===== config.mk =====
export PLATFORM = sky130hd
export DESIGN_NAME = secure_event_dispatch
export DESIGN_NICKNAME = d
export VERILOG_FILES = /design/src/rtl/ssd_pkg.sv /design/src/rtl/ssd_boot_fsm.sv /design/src/rtl/ssd_event_arb.sv /design/src/rtl/ssd_dispatch_fsm.sv /design/src/rtl/secure_event_dispatch.sv
export SDC_FILE = /design/constraint.sdc
export NUM_CORES = 1
export LEC_CHECK = 0
export ABC_CLOCK_PERIOD_IN_PS = 2300
export BUFFER_PORTS_ARGS = -buffer_cell sky130_fd_sc_hd__buf_2
export CAP_MARGIN = 30
export CELL_PAD_IN_SITES_DETAIL_PLACEMENT = 1
export CELL_PAD_IN_SITES_GLOBAL_PLACEMENT = 1
export CORE_UTILIZATION = 30
export CTS_CLUSTER_DIAMETER = 60
export DETAILED_ROUTE_END_ITERATION = 10
export PLACE_DENSITY_LB_ADDON = 0.1
export SETUP_SLACK_MARGIN = 0.1
export SLEW_MARGIN = 20
export SYNTH_ARGS = -nofsm -noshare
export SYNTH_HDL_FRONTEND = slang
export SYNTH_SLANG_ARGS = --single-unit

===== constraint.sdc =====
create_clock -name clk -period 2.3 [get_ports clk]
set_input_delay 0.46 -clock clk [delete_from_list [all_inputs] [get_ports clk]]
set_output_delay 0.46 -clock clk [all_outputs]
set_load 0.03 [all_outputs]

===== src/rtl/ssd_pkg.sv =====
package ssd_pkg;

    typedef enum logic [1:0] {
        BOOT_IDLE = 2'd0,
        BOOT_LOAD = 2'd1,
        BOOT_DONE = 2'd2
    } boot_state_t;

    typedef enum logic [1:0] {
        D_WAIT  = 2'd0,
        D_READY = 2'd1,
        D_ISSUE = 2'd2
    } disp_state_t;

    localparam int SRC_W       = 3;
    localparam logic [SRC_W-1:0] SRC_SCALL = 3'd0;
    localparam logic [SRC_W-1:0] SRC_EXC   = 3'd1;
    localparam logic [SRC_W-1:0] SRC_NMI   = 3'd2;
    localparam logic [SRC_W-1:0] SRC_BKPT  = 3'd3;
    localparam logic [SRC_W-1:0] SRC_IRQ0  = 3'd4;

    // Fixed absolute handler address: base + 4*(slot+1), all interrupt levels share slot 4.
    function automatic logic [31:0] handler_addr(input logic [31:0] base,
                                                 input logic [SRC_W-1:0] src);
        logic [31:0] slot;
        slot = (src >= SRC_IRQ0) ? 32'd4 : {29'd0, src};
        return base + ((slot + 32'd1) << 2);
    endfunction

endpackage


===== src/rtl/ssd_boot_fsm.sv =====
module ssd_boot_fsm
    import ssd_pkg::*;
#(
    parameter int AW       = 32,
    parameter int LOAD_CYC = 4
) (
    input  logic          clk,
    input  logic          rst_n,
    input  logic          fuse_sse,
    input  logic          fuse_ssde,
    input  logic [AW-1:0] prot_word,
    output logic          boot_done,
    output logic          ss_q,
    output logic          ssde_q,
    output logic [AW-1:0] sec_addr_q
);
    localparam int CW = (LOAD_CYC > 1) ? $clog2(LOAD_CYC) : 1;
    localparam logic [CW-1:0] LAST = CW'(LOAD_CYC - 1);

    boot_state_t    state, state_nx;
    logic [CW-1:0]  cnt;
    logic           load_end;

    assign load_end = (state == BOOT_LOAD) && (cnt == LAST);

    always_comb begin
        state_nx = state;
        unique case (state)
            BOOT_IDLE: state_nx = BOOT_LOAD;
            BOOT_LOAD: if (load_end) state_nx = BOOT_DONE;
            BOOT_DONE: state_nx = BOOT_DONE;
            default:   state_nx = BOOT_IDLE;
        endcase
    end

    always_ff @(posedge clk or negedge rst_n) begin
        if (!rst_n) begin
            state      <= BOOT_IDLE;
            cnt        <= '0;
            ss_q       <= 1'b0;
            ssde_q     <= 1'b0;
            sec_addr_q <= '0;
        end else begin
            state <= state_nx;
            if (state == BOOT_LOAD && !load_end) cnt <= cnt + 1'b1;
            if (load_end) begin
                ss_q       <= fuse_sse;
                ssde_q     <= fuse_ssde;
                sec_addr_q <= prot_word;
            end
        end
    end

    always_comb begin
        boot_done = (state == BOOT_DONE);
    end
endmodule


===== src/rtl/ssd_event_arb.sv =====
module ssd_event_arb
    import ssd_pkg::*;
#(
    parameter int NEXC = 4,
    parameter int NIRQ = 4
) (
    input  logic                  secure_ok,
    input  logic [NEXC-1:0]       exc_req,
    input  logic                  nmi_req,
    input  logic                  bkpt_req,
    input  logic                  scall_req,
    input  logic [NIRQ-1:0]       irq_req,
    input  logic                  gm_in,
    input  logic [NIRQ-1:0]       irq_mask_in,
    output logic                  cand_valid,
    output logic [SRC_W-1:0]      cand_src
);
    logic [NIRQ-1:0] irq_live;
    logic            nmi_live;

    assign nmi_live = nmi_req & ~gm_in;

    for (genvar g = 0; g < NIRQ; g++) begin : g_irq_gate
        assign irq_live[g] = irq_req[g] & ~irq_mask_in[g] & ~gm_in;
    end

    // Lowest priority first, higher ones override.
    always_comb begin
        cand_valid = 1'b0;
        cand_src   = SRC_SCALL;
        for (int i = 0; i < NIRQ; i++) begin
            if (irq_live[i]) begin
                cand_valid = 1'b1;
                cand_src   = SRC_IRQ0 + SRC_W'(i);
            end
        end
        if (scall_req) begin cand_valid = 1'b1; cand_src = SRC_SCALL; end
        if (bkpt_req)  begin cand_valid = 1'b1; cand_src = SRC_BKPT;  end
        if (nmi_live)  begin cand_valid = 1'b1; cand_src = SRC_NMI;   end
        if (|exc_req)  begin cand_valid = 1'b1; cand_src = SRC_EXC;   end
        if (!secure_ok) cand_valid = 1'b0;
    end
endmodule


===== src/rtl/ssd_dispatch_fsm.sv =====
module ssd_dispatch_fsm
    import ssd_pkg::*;
#(
    parameter logic [31:0] VEC_BASE = 32'h8000_0000
) (
    input  logic             clk,
    input  logic             rst_n,
    input  logic             boot_done,
    input  logic             cand_valid,
    input  logic [SRC_W-1:0] cand_src,
    output logic             take,
    output logic [SRC_W-1:0] src,
    output logic [31:0]      vector,
    output logic             gm_set
);
    disp_state_t      state, state_nx;
    logic [SRC_W-1:0] src_q;
    logic [31:0]      vec_q;

    always_comb begin
        state_nx = state;
        unique case (state)
            D_WAIT:  if (boot_done) state_nx = D_READY;
            D_READY: if (cand_valid) state_nx = D_ISSUE;
            D_ISSUE: state_nx = D_READY;
            default: state_nx = D_WAIT;
        endcase
    end

    always_ff @(posedge clk or negedge rst_n) begin
        if (!rst_n) begin
            state <= D_WAIT;
            src_q <= '0;
            vec_q <= '0;
        end else begin
            state <= state_nx;
            if (state == D_READY && cand_valid) begin
                src_q <= cand_src;
                vec_q <= handler_addr(VEC_BASE, cand_src);
            end
        end
    end

    always_comb begin
        take   = (state == D_ISSUE);
        src    = take ? src_q : '0;
        vector = take ? vec_q : '0;
        gm_set = take && (src_q == SRC_SCALL);
    end
endmodule


===== src/rtl/secure_event_dispatch.sv =====
module secure_event_dispatch
    import ssd_pkg::*;
#(
    parameter int          AW       = 32,
    parameter int          NEXC     = 4,
    parameter int          NIRQ     = 4,
    parameter int          LOAD_CYC = 4,
    parameter logic [31:0] VEC_BASE = 32'h8000_0000
) (
    input  logic             clk,
    input  logic             rst_n,
    input  logic             fuse_sse,
    input  logic             fuse_ssde,
    input  logic [AW-1:0]    prot_word,
    input  logic [NEXC-1:0]  exc_req,
    input  logic             nmi_req,
    input  logic             bkpt_req,
    input  logic             scall_req,
    input  logic [NIRQ-1:0]  irq_req,
    input  logic             gm_in,
    input  logic [NIRQ-1:0]  irq_mask_in,
    output logic             boot_done,
    output logic             ss_flag,
    output logic [AW-1:0]    sec_addr,
    output logic             dbg_en,
    output logic             normal_mode,
    output logic             evt_take,
    output logic [2:0]       evt_src,
    output logic [31:0]      evt_vector,
    output logic             gm_set
);
    logic             ssde_q;
    logic             cand_valid;
    logic [SRC_W-1:0] cand_src;

    ssd_boot_fsm #(.AW(AW), .LOAD_CYC(LOAD_CYC)) u_boot (
        .clk(clk), .rst_n(rst_n),
        .fuse_sse(fuse_sse), .fuse_ssde(fuse_ssde), .prot_word(prot_word),
        .boot_done(boot_done), .ss_q(ss_flag), .ssde_q(ssde_q), .sec_addr_q(sec_addr)
    );

    ssd_event_arb #(.NEXC(NEXC), .NIRQ(NIRQ)) u_arb (
        .secure_ok(boot_done & ss_flag),
        .exc_req(exc_req), .nmi_req(nmi_req), .bkpt_req(bkpt_req),
        .scall_req(scall_req), .irq_req(irq_req),
        .gm_in(gm_in), .irq_mask_in(irq_mask_in),
        .cand_valid(cand_valid), .cand_src(cand_src)
    );

    ssd_dispatch_fsm #(.VEC_BASE(VEC_BASE)) u_disp (
        .clk(clk), .rst_n(rst_n), .boot_done(boot_done),
        .cand_valid(cand_valid), .cand_src(cand_src),
        .take(evt_take), .src(evt_src), .vector(evt_vector), .gm_set(gm_set)
    );

    assign dbg_en      = boot_done & (~ss_flag | ssde_q);
    assign normal_mode = boot_done & ~ss_flag;
endmodule


# Word level (Yosys, flattened, before mapping)
# Cells that the tools add are included.
# Widths: inputs -> output; s select.
word_totals:
  ram_bits: 0
  ff_bits: 75
  n_memories: 0
  output_inout_bits: 73
  mem_bits_ro: 0
  word_cells: 74
  inputBits: 52
  latchBits: 0
classes:
  mux: 25
  n_lt_le_gt_ge: 1
  multipliers: 0
  shift: 0
  add_sub_neg: 3
  reduce_logical: 10
  n_eq_ne: 8
  div_mod_pow: 0
  bitwise_logic: 19
op_table:
  columns: ["op", "n"]
  rows:
  - ["$add 32x32->32 const A", 1]
  - ["$mux 32", 1]
  - ["$add 30x1->30 const B", 1]
  - ["$mux 3", 10]
  - ["$and 1x1->1", 12]
  - ["$pmux 2 s3", 2]
  - ["$mux 1", 9]
  - ["$eq 2x2->1 const B", 3]
  - ["$mux 2", 3]
  - ["$not 1->1", 6]
  - ["$eq 2x1->1 const B", 2]
  - ["$logic_and 1x1->1", 4]
  - ["$logic_not 2->1", 2]
  - ["$ne 2x1->1 const B", 2]
  - ["$reduce_or 4->1", 1]
  - ["$ge 3x3->1 const B", 1]
  - ["$logic_not 3->1", 1]
  - ["$add 2x1->2 const B", 1]
  - ["$ne 2x2->1 const B", 1]
  - ["$reduce_and 2->1", 1]
  - ["$logic_not 1->1", 1]
  - ["$or 1x1->1", 1]

# Logic depth before layout (Yosys ltp)
# Gate-level depths: netlist of run 1.
logic_depth:
  depth_word: 15
  mapped_depth: 7
  depth_no_buf: 7

# Modules after synthesis
# Synthesis of run 1 repeated with hierarchy kept, for this count alone.
hier_totals:
  cells_unflattened: 177
  hier_area_um2: 2443.6
by_module_without_submodules:
  columns: ["mod", "cells_per_inst", "seq_area_each_um2", "instances", "area_per_inst_um2"]
  rows:
  - ["ssd_boot_fsm", 87, 950.9, 1, 1592.8]
  - ["ssd_dispatch_fsm", 66, 250.2, 1, 689.4]
  - ["ssd_event_arb", 20, 0.0, 1, 133.9]
  - ["secure_event_dispatch", 4, 0.0, 1, 27.5]

# Least setup slack after synthesis of run 1
# OpenSTA, ideal clock, no wires.
synth_path:
  kind: "reg-to-output"
  from: "register u_disp.state[0]"
  to: "output gm_set"
  path_buffers: 1
  stages_incl_launch_ff: 4
  required_ns: 1.840
  arrival_time_ns: 1.984
  path_slack_ns: -0.144
  cell_sequence: "dfrtp_1 > nor2b_1 > clkbuf_1 > nor4b_1"
synth_via:
  elab_chain_cells: 2
synth_rtl:
  columns: ["element", "line", "rtl"]
  rows:
  - ["start: declaration", "ssd_dispatch_fsm.sv:16", "disp_state_t state, state_nx;"]
  - ["start signal: assignment", "ssd_dispatch_fsm.sv:36", "state <= state_nx;"]
  - ["$eq 2x2->1", "ssd_dispatch_fsm.sv:45", "take = (state == D_ISSUE);"]
  - ["via evt_take", "secure_event_dispatch.sv:27", "output logic evt_take,"]
  - ["$logic_and 1x1->1", "ssd_dispatch_fsm.sv:48", "gm_set = take && (src_q == SRC_SCALL);"]
  - ["end: declaration", "secure_event_dispatch.sv:30", "output logic gm_set"]
# The timed path passes the listed nets, and every way through them passes these cells.

# Worst setup path in the final report of run 1
layout_path:
  from: "register u_disp.state[1]"
  to: "output gm_set"
layout_via:
  elab_chain_cells: 2
layout_rtl:
  columns: ["element", "line"]
  rows:
  - ["$eq 2x2->1", "ssd_dispatch_fsm.sv:45"]
  - ["$logic_and 1x1->1", "ssd_dispatch_fsm.sv:48"]
# Every way passes these cells.

==> run metrics, run 1 <==
Die Width 88.8 um; Die Area 7880 um^2; Total GRT Usage 0.134; #FFs+latches synth 48; final-report hold violation count 0; GPL Wtd Cong 0.751; Critical Path, Cell by Cell nor2b_2 -> nor4b_2 -> buf_2; hold buffer count at cts 0; Relative slew margins 0.651; synthesized instance count 179; vias in the first global route 1,638; max-slew violations 0; Core Region 7250 um^2; Worst path max stage delay 0.42 ns; post-route setup slack 0.295 ns; maximum fanout along the worst path 10; maximum VDD drop 311 uV; diode count 0; Starting Density 0.311; postcts setup bufs 0; Mapped Area 2260 um^2; post-placement worst setup slack 0.141 ns; Detailed Route Iter0 Violations 31; Fmax 499 MHz; WS Path Type flip-flop to output port; crit end category output port; measured slew at the worst slew-check pin 0.524 ns; setup_tns 0 ns; CTS H-Tree Depth 2; Wirelength per Cell 12.9 um; Clk pin slew, worst setup/hold paths 0.09 ns; initial antenna violation count 0; # IOs 125; HPWL after DPL 3910 um; share of cells above drive strength 1 0.544; period utilisation layout 0.872; # clock sinks 48; number of synthesis warnings 0; Cell variety after synth 32; Hold Crit Class primary input to async pin; RSZ-0062 raised after global routing false; clk buf depth 2; total gr overflow 0; non-filler cells, final 382; Power Dens Cells 651 nW/um^2; Via density 4.15; Worst Path Arrival 1.54 ns; synthesized area per cell 12.6 um^2; Nets 339; startpoint types flip-flop; num rows 31; # setup viols final 0; Final Critical Period 2.00 ns; clk_skew 0.0132 ns; Root Buffer Master clkbuf_8; most frequent cells in the layout buf_2, dfrtp_1, mux2_2; CTS buffer count 5; placed insts 375; Seq/Total Area, Yosys 0.532; critical path's slowest cell dfrtp_1; TritonCTS clock tree yes; Pre-Repair DR Iteration Count 3; first-pass GRT wire length 7890 um; vias 1,585; Leak Pwr 1.45 nW; max cap viols 0; Die Ht 88.8 um; CP Data Required Time 1.84 ns; clk_lat worst skew 0.30 ns; ANT nets after route 0; leading cell type in the layout, fill and taps excluded buf_2; Area Overhead vs Synth 28.0%; DRC 0; Power Total 1.88 mW; run status completed; port bufs 97; final WL 4950 um; largest net degree at the start of global routing 23
synth_stat cells (all sizes together):
cell type / count / share of area
nor2b: 6 / 0.017
xnor2: 1 / 0.0039
or3b: 1 / 0.0039
nor4: 1 / 0.0094
conb: 1 / 0.0017
nor3: 2 / 0.0044
a2111oi: 1 / 0.0039
and2: 9 / 0.025
ha: 4 / 0.022
a21boi: 1 / 0.0033
nor2: 7 / 0.014
nand2b: 2 / 0.0055
a31o: 1 / 0.0039
a22o: 1 / 0.0039
dfrtp: 48 / 0.53
a21o: 1 / 0.0033
o21ai: 4 / 0.0089
mux2: 37 / 0.19
o21bai: 1 / 0.0033
or3: 1 / 0.0028
nor4b: 1 / 0.0039
a21oi: 4 / 0.0089
or4: 1 / 0.0050
nand4b: 1 / 0.0039
nand2: 3 / 0.0050
clkbuf: 4 / 0.0066
buf: 27 / 0.090
a2bb2oi: 2 / 0.0078
inv: 6 / 0.010
state kept, by name, indices dropped and copies added, names as in the netlist:
signal             cells
u_boot.sec_addr_q     32
u_disp.vec_q           5
u_disp.src_q           3
u_boot.cnt             2
u_boot.state           2
u_disp.state           2
u_boot.ss_q            1
u_boot.ssde_q          1
stage by stage:
step / hold slack [ns] / util / cell area, um^2
3_5_place_dp: 0.464 / 0.385 / 2790
6_report: 0.130 / 0.398 / 2890
5_1_grt: 0.156 / 0.398 / 2890
3_3_place_gp: 0.459 / 0.385 / 2790
4_1_cts: 0.131 / 0.398 / 2890
2_1_floorplan: 0.164 / - / 2360
critical path: cells and delay by family (launching register included):
family | cells | cell delay [ns]
AND/OR/NAND/NOR | 2 | 0.59
buffers and inverters | 1 | 0.24
flip-flops | 1 | 0.42
logic make-up after synthesis:
| kind of cell | synth area share |
|---|---|
| AOI/OAI and AO/OA | 0.0471 |
| and+or+nand+nor | 0.0992 |
| buffers and inverters | 0.106 |
| adders and majority gates | 0.0222 |
| DFF | 0.532 |
| muxes | 0.188 |
| xor gates and xnor gates | 0.00388 |
| other | 0.00166 |
final timing paths:
| path | startpoint | to | slack [ns] | cells past startpoint |
|---|---|---|---|---|
| worst max-delay path | u_disp.state[1]$_DFFE_PN0P_ | gm_set | 0.30 | 3 |
| worst min-delay path | rst_n | u_boot.sec_addr_q[9]$_DFFE_PN0P_ | 0.13 | 1 |
| worst max register to register | u_boot.state[0]$_DFFE_PN0N_ | u_disp.src_q[0]$_DFFE_PN0P_ | 0.43 | 7 |
| worst min register to register | u_boot.cnt[0]$_DFFE_PN0P_ | u_boot.cnt[0]$_DFFE_PN0P_ | 0.48 | 1 |
| max in group asynchronous | rst_n | u_disp.state[0]$_DFFE_PN0P_ | 1.54 | 2 |
| min in group clk | prot_word[9] | u_boot.sec_addr_q[9]$_DFFE_PN0P_ | 0.39 | 2 |
what timing repair did:
action | in CTS | in global routing
resized for setup | 1 | 1
hold endpoints to repair | 0 | 0
setup endpoints to repair | 1 | 1
metal layers:
metal	wire, um	vias to the layer above	global-route usage
met5	0	-	0
met4	33	0	0.0396
met3	437	4	0.0448
met2	2390	75	0.229
met1	2090	750	0.160
li1	-	756	-
cell type report:
class / count / area (um^2)
Clock buffer: 6 / 82.6
Clock inverter: 1 / 8.76
Fill cell: 859 / 4360
Inverter: 6 / 22.5
Multi-Input combinational cell: 120 / 928
Sequential cell: 48 / 1200
Tap cell: 99 / 124
Timing Repair Buffer: 102 / 523
power breakdown:
group | switching, mW | total (mW) | internal [mW]
Sequential | 0.0462 | 0.962 | 0.915
Clock | 0.268 | 0.508 | 0.240
Combinational | 0.266 | 0.414 | 0.147
Total | 0.580 | 1.88 | 1.30
Note: power is estimated with default switching activity, not from simulation.
==> run 2, diff against run 1 <==
--- a/config.mk
+++ b/config.mk
@@ -10,7 +10,7 @@
 export CAP_MARGIN = 30
 export CELL_PAD_IN_SITES_DETAIL_PLACEMENT = 1
 export CELL_PAD_IN_SITES_GLOBAL_PLACEMENT = 1
-export CORE_UTILIZATION = 30
+export CORE_UTILIZATION = 33
 export CTS_CLUSTER_DIAMETER = 60
 export DETAILED_ROUTE_END_ITERATION = 10
 export PLACE_DENSITY_LB_ADDON = 0.1
==> run metrics, run 2 (synthesized netlist as in run 1, its figures left out) <==
Power Dens Cells 690 nW/um^2 (was 651 nW/um^2); GPL Wtd Cong 0.743 (was 0.751); Root Buffer Master clkbuf_8 (unchanged); total gr overflow 0 (unchanged); CTS H-Tree Depth 2 (unchanged); final WL 4810 um (was 4950 um); # clock sinks 48 (unchanged); WS Path Type flip-flop to output port (unchanged); maximum fanout along the worst path 10 (unchanged); Detailed Route Iter0 Violations 71 (was 31); DRC 3 (was 0); RSZ-0062 raised after global routing false (unchanged); # IOs 125 (unchanged); # setup viols final 0 (unchanged); Leak Pwr 1.45 nW (about the same); Nets 338 (was 339); period utilisation layout 0.859 (was 0.872); Total GRT Usage 0.141 (was 0.134); cells on worst reg2reg path 7 (unchanged); CP Data Required Time 1.84 ns (about the same); Core Region 6490 um^2 (was 7250 um^2); failing checks DRC; hold buffer count at cts 0 (unchanged); run status finished, violations left (was completed); Hold Crit Class primary input to async pin (unchanged); HPWL after DPL 3690 um (was 3910 um); measured slew at the worst slew-check pin 0.607 ns (was 0.524 ns); Fmax 506 MHz (was 499 MHz); Die Ht 84.7 um (was 88.8 um); initial antenna violation count 0 (unchanged); startpoint types flip-flop (unchanged); setup_tns 0 ns (unchanged); first-pass GRT wire length 7920 um (was 7890 um); Critical Path, Cell by Cell nor2b_2 -> nor4b_2 -> buf_2 (unchanged); Final Critical Period 1.98 ns (was 2.00 ns); postcts setup bufs 0 (unchanged); CTS buffer count 5 (unchanged); vias 1,607 (was 1,585); placed insts 352 (was 375); vias in the first global route 1,706 (was 1,638); clk_lat worst skew 0.30 ns (about the same); critical path's slowest cell dfrtp_1 (unchanged); diode count 0 (unchanged); Wirelength per Cell 13.4 um (was 12.9 um); final core occ 0.442 (was 0.398); ANT nets after route 0 (unchanged); # resized after CTS 0 (was 1); clk_skew 0.00460 ns (was 0.0132 ns); Worst path max stage delay 0.42 ns (about the same); Most flops, register u_boot.sec_addr_q (unchanged); Starting Density 0.348 (was 0.311); clk buf depth 2 (unchanged); Worst Path Arrival 1.52 ns (was 1.54 ns); port bufs 97 (unchanged); num rows 29 (was 31); Area Overhead vs Synth 27.1% (was 28.0%); most frequent cells in the layout buf_2, dfrtp_1, mux2_2 (unchanged); non-filler cells, final 360 (was 382); Relative slew margins 0.595 (was 0.651); leading cell type in the layout, fill and taps excluded buf_2 (unchanged); maximum VDD drop 336 uV (was 311 uV); Pre-Repair DR Iteration Count 10 (was 3); final-report hold violation count 0 (unchanged); max reg flops 32 (unchanged); Die Width 84.7 um (was 88.8 um); Die Area 7180 um^2 (was 7880 um^2); largest net degree at the start of global routing 49 (was 23); max-slew violations 0 (unchanged); Via density 4.46 (was 4.15); Clk pin slew, worst setup/hold paths 0.09 ns (about the same); share of cells above drive strength 1 0.541 (was 0.544); largest registers u_boot.sec_addr_q x32, u_disp.vec_q x5, u_disp.src_q x3 (unchanged); TritonCTS clock tree yes (unchanged); crit end category output port (unchanged); max cap viols 0 (unchanged)
## run 2: cell count changes in the layout (fill, tap and decap cells not counted)
cell,previous run,this run
clkbuf_8,6,5
buf_4,5,4
clkinv_2,0,1
nor3_2,1,0
clkinvlp_4,0,1
bufinv_16,0,1
nor3_1,1,2
clkinv_4,1,0
## run 2: per-layer routing
layer / global-route usage / vias up / part of all wire
met5: 0 / - / 0
met4: 0.0462 / 0 / 0.0091
met3: 0.0590 / 4 / 0.10
met2: 0.226 / 82 / 0.46
met1: 0.173 / 763 / 0.43
li1: - / 758 / -
## run 2: power by group
| part | switching (mW) | leakage, nW | internal, mW | total, mW |
|---|---|---|---|---|
| clock network | 0.283 | 0.0541 | 0.322 | 0.604 |
| registers | 0.0482 | 0.554 | 0.915 | 0.964 |
| logic | 0.266 | 0.843 | 0.146 | 0.411 |
| total | 0.596 | 1.45 | 1.38 | 1.98 |
## run 2: final cells by class
type / instances / area (um^2)
clock buffer: 5 / 68.8
clock inverter: 3 / 42.5
fill: 738 / 3620
inverter: 6 / 22.5
multi-input combinational: 120 / 923
sequential: 48 / 1200
tap: 77 / 96.3
timing repair buffer: 101 / 515
## run 2: worst paths after layout
kind / start / endpoint / slack [ns]
worst min-delay path: rst_n / u_boot.sec_addr_q[20]$_DFFE_PN0P_ / 0.25
worst max-delay path: u_disp.state[1]$_DFFE_PN0P_ / gm_set / 0.32
min in group clk: prot_word[15] / u_boot.sec_addr_q[15]$_DFFE_PN0P_ / 0.38
worst min register to register: u_boot.cnt[0]$_DFFE_PN0P_ / u_boot.cnt[0]$_DFFE_PN0P_ / 0.48
max in group asynchronous: rst_n / u_boot.sec_addr_q[10]$_DFFE_PN0P_ / 1.64
worst max register to register: u_boot.state[0]$_DFFE_PN0N_ / u_disp.src_q[0]$_DFFE_PN0P_ / 0.37
## run 2: per-stage QoR
stage | area (um^2) | total power [mW] | hold slack (ns) | worst slack, ns
finish | 2870 | 1.98 | 0.246 | 0.324
global route | 2870 | 2.08 | 0.296 | 0.171
CTS | 2870 | 2.01 | 0.267 | 0.124
detailed placement | 2760 | 1.40 | 0.477 | 0.147
global placement | 2760 | 1.39 | 0.469 | 0.189
floorplan | 2360 | 1.28 | 0.164 | 0.216
## run 2: critical path, delay by kind of cell, from the launching register on
kind          cells  cell delay, ns
flops             1            0.42
simple gates      2            0.57
buf+inv           1            0.23
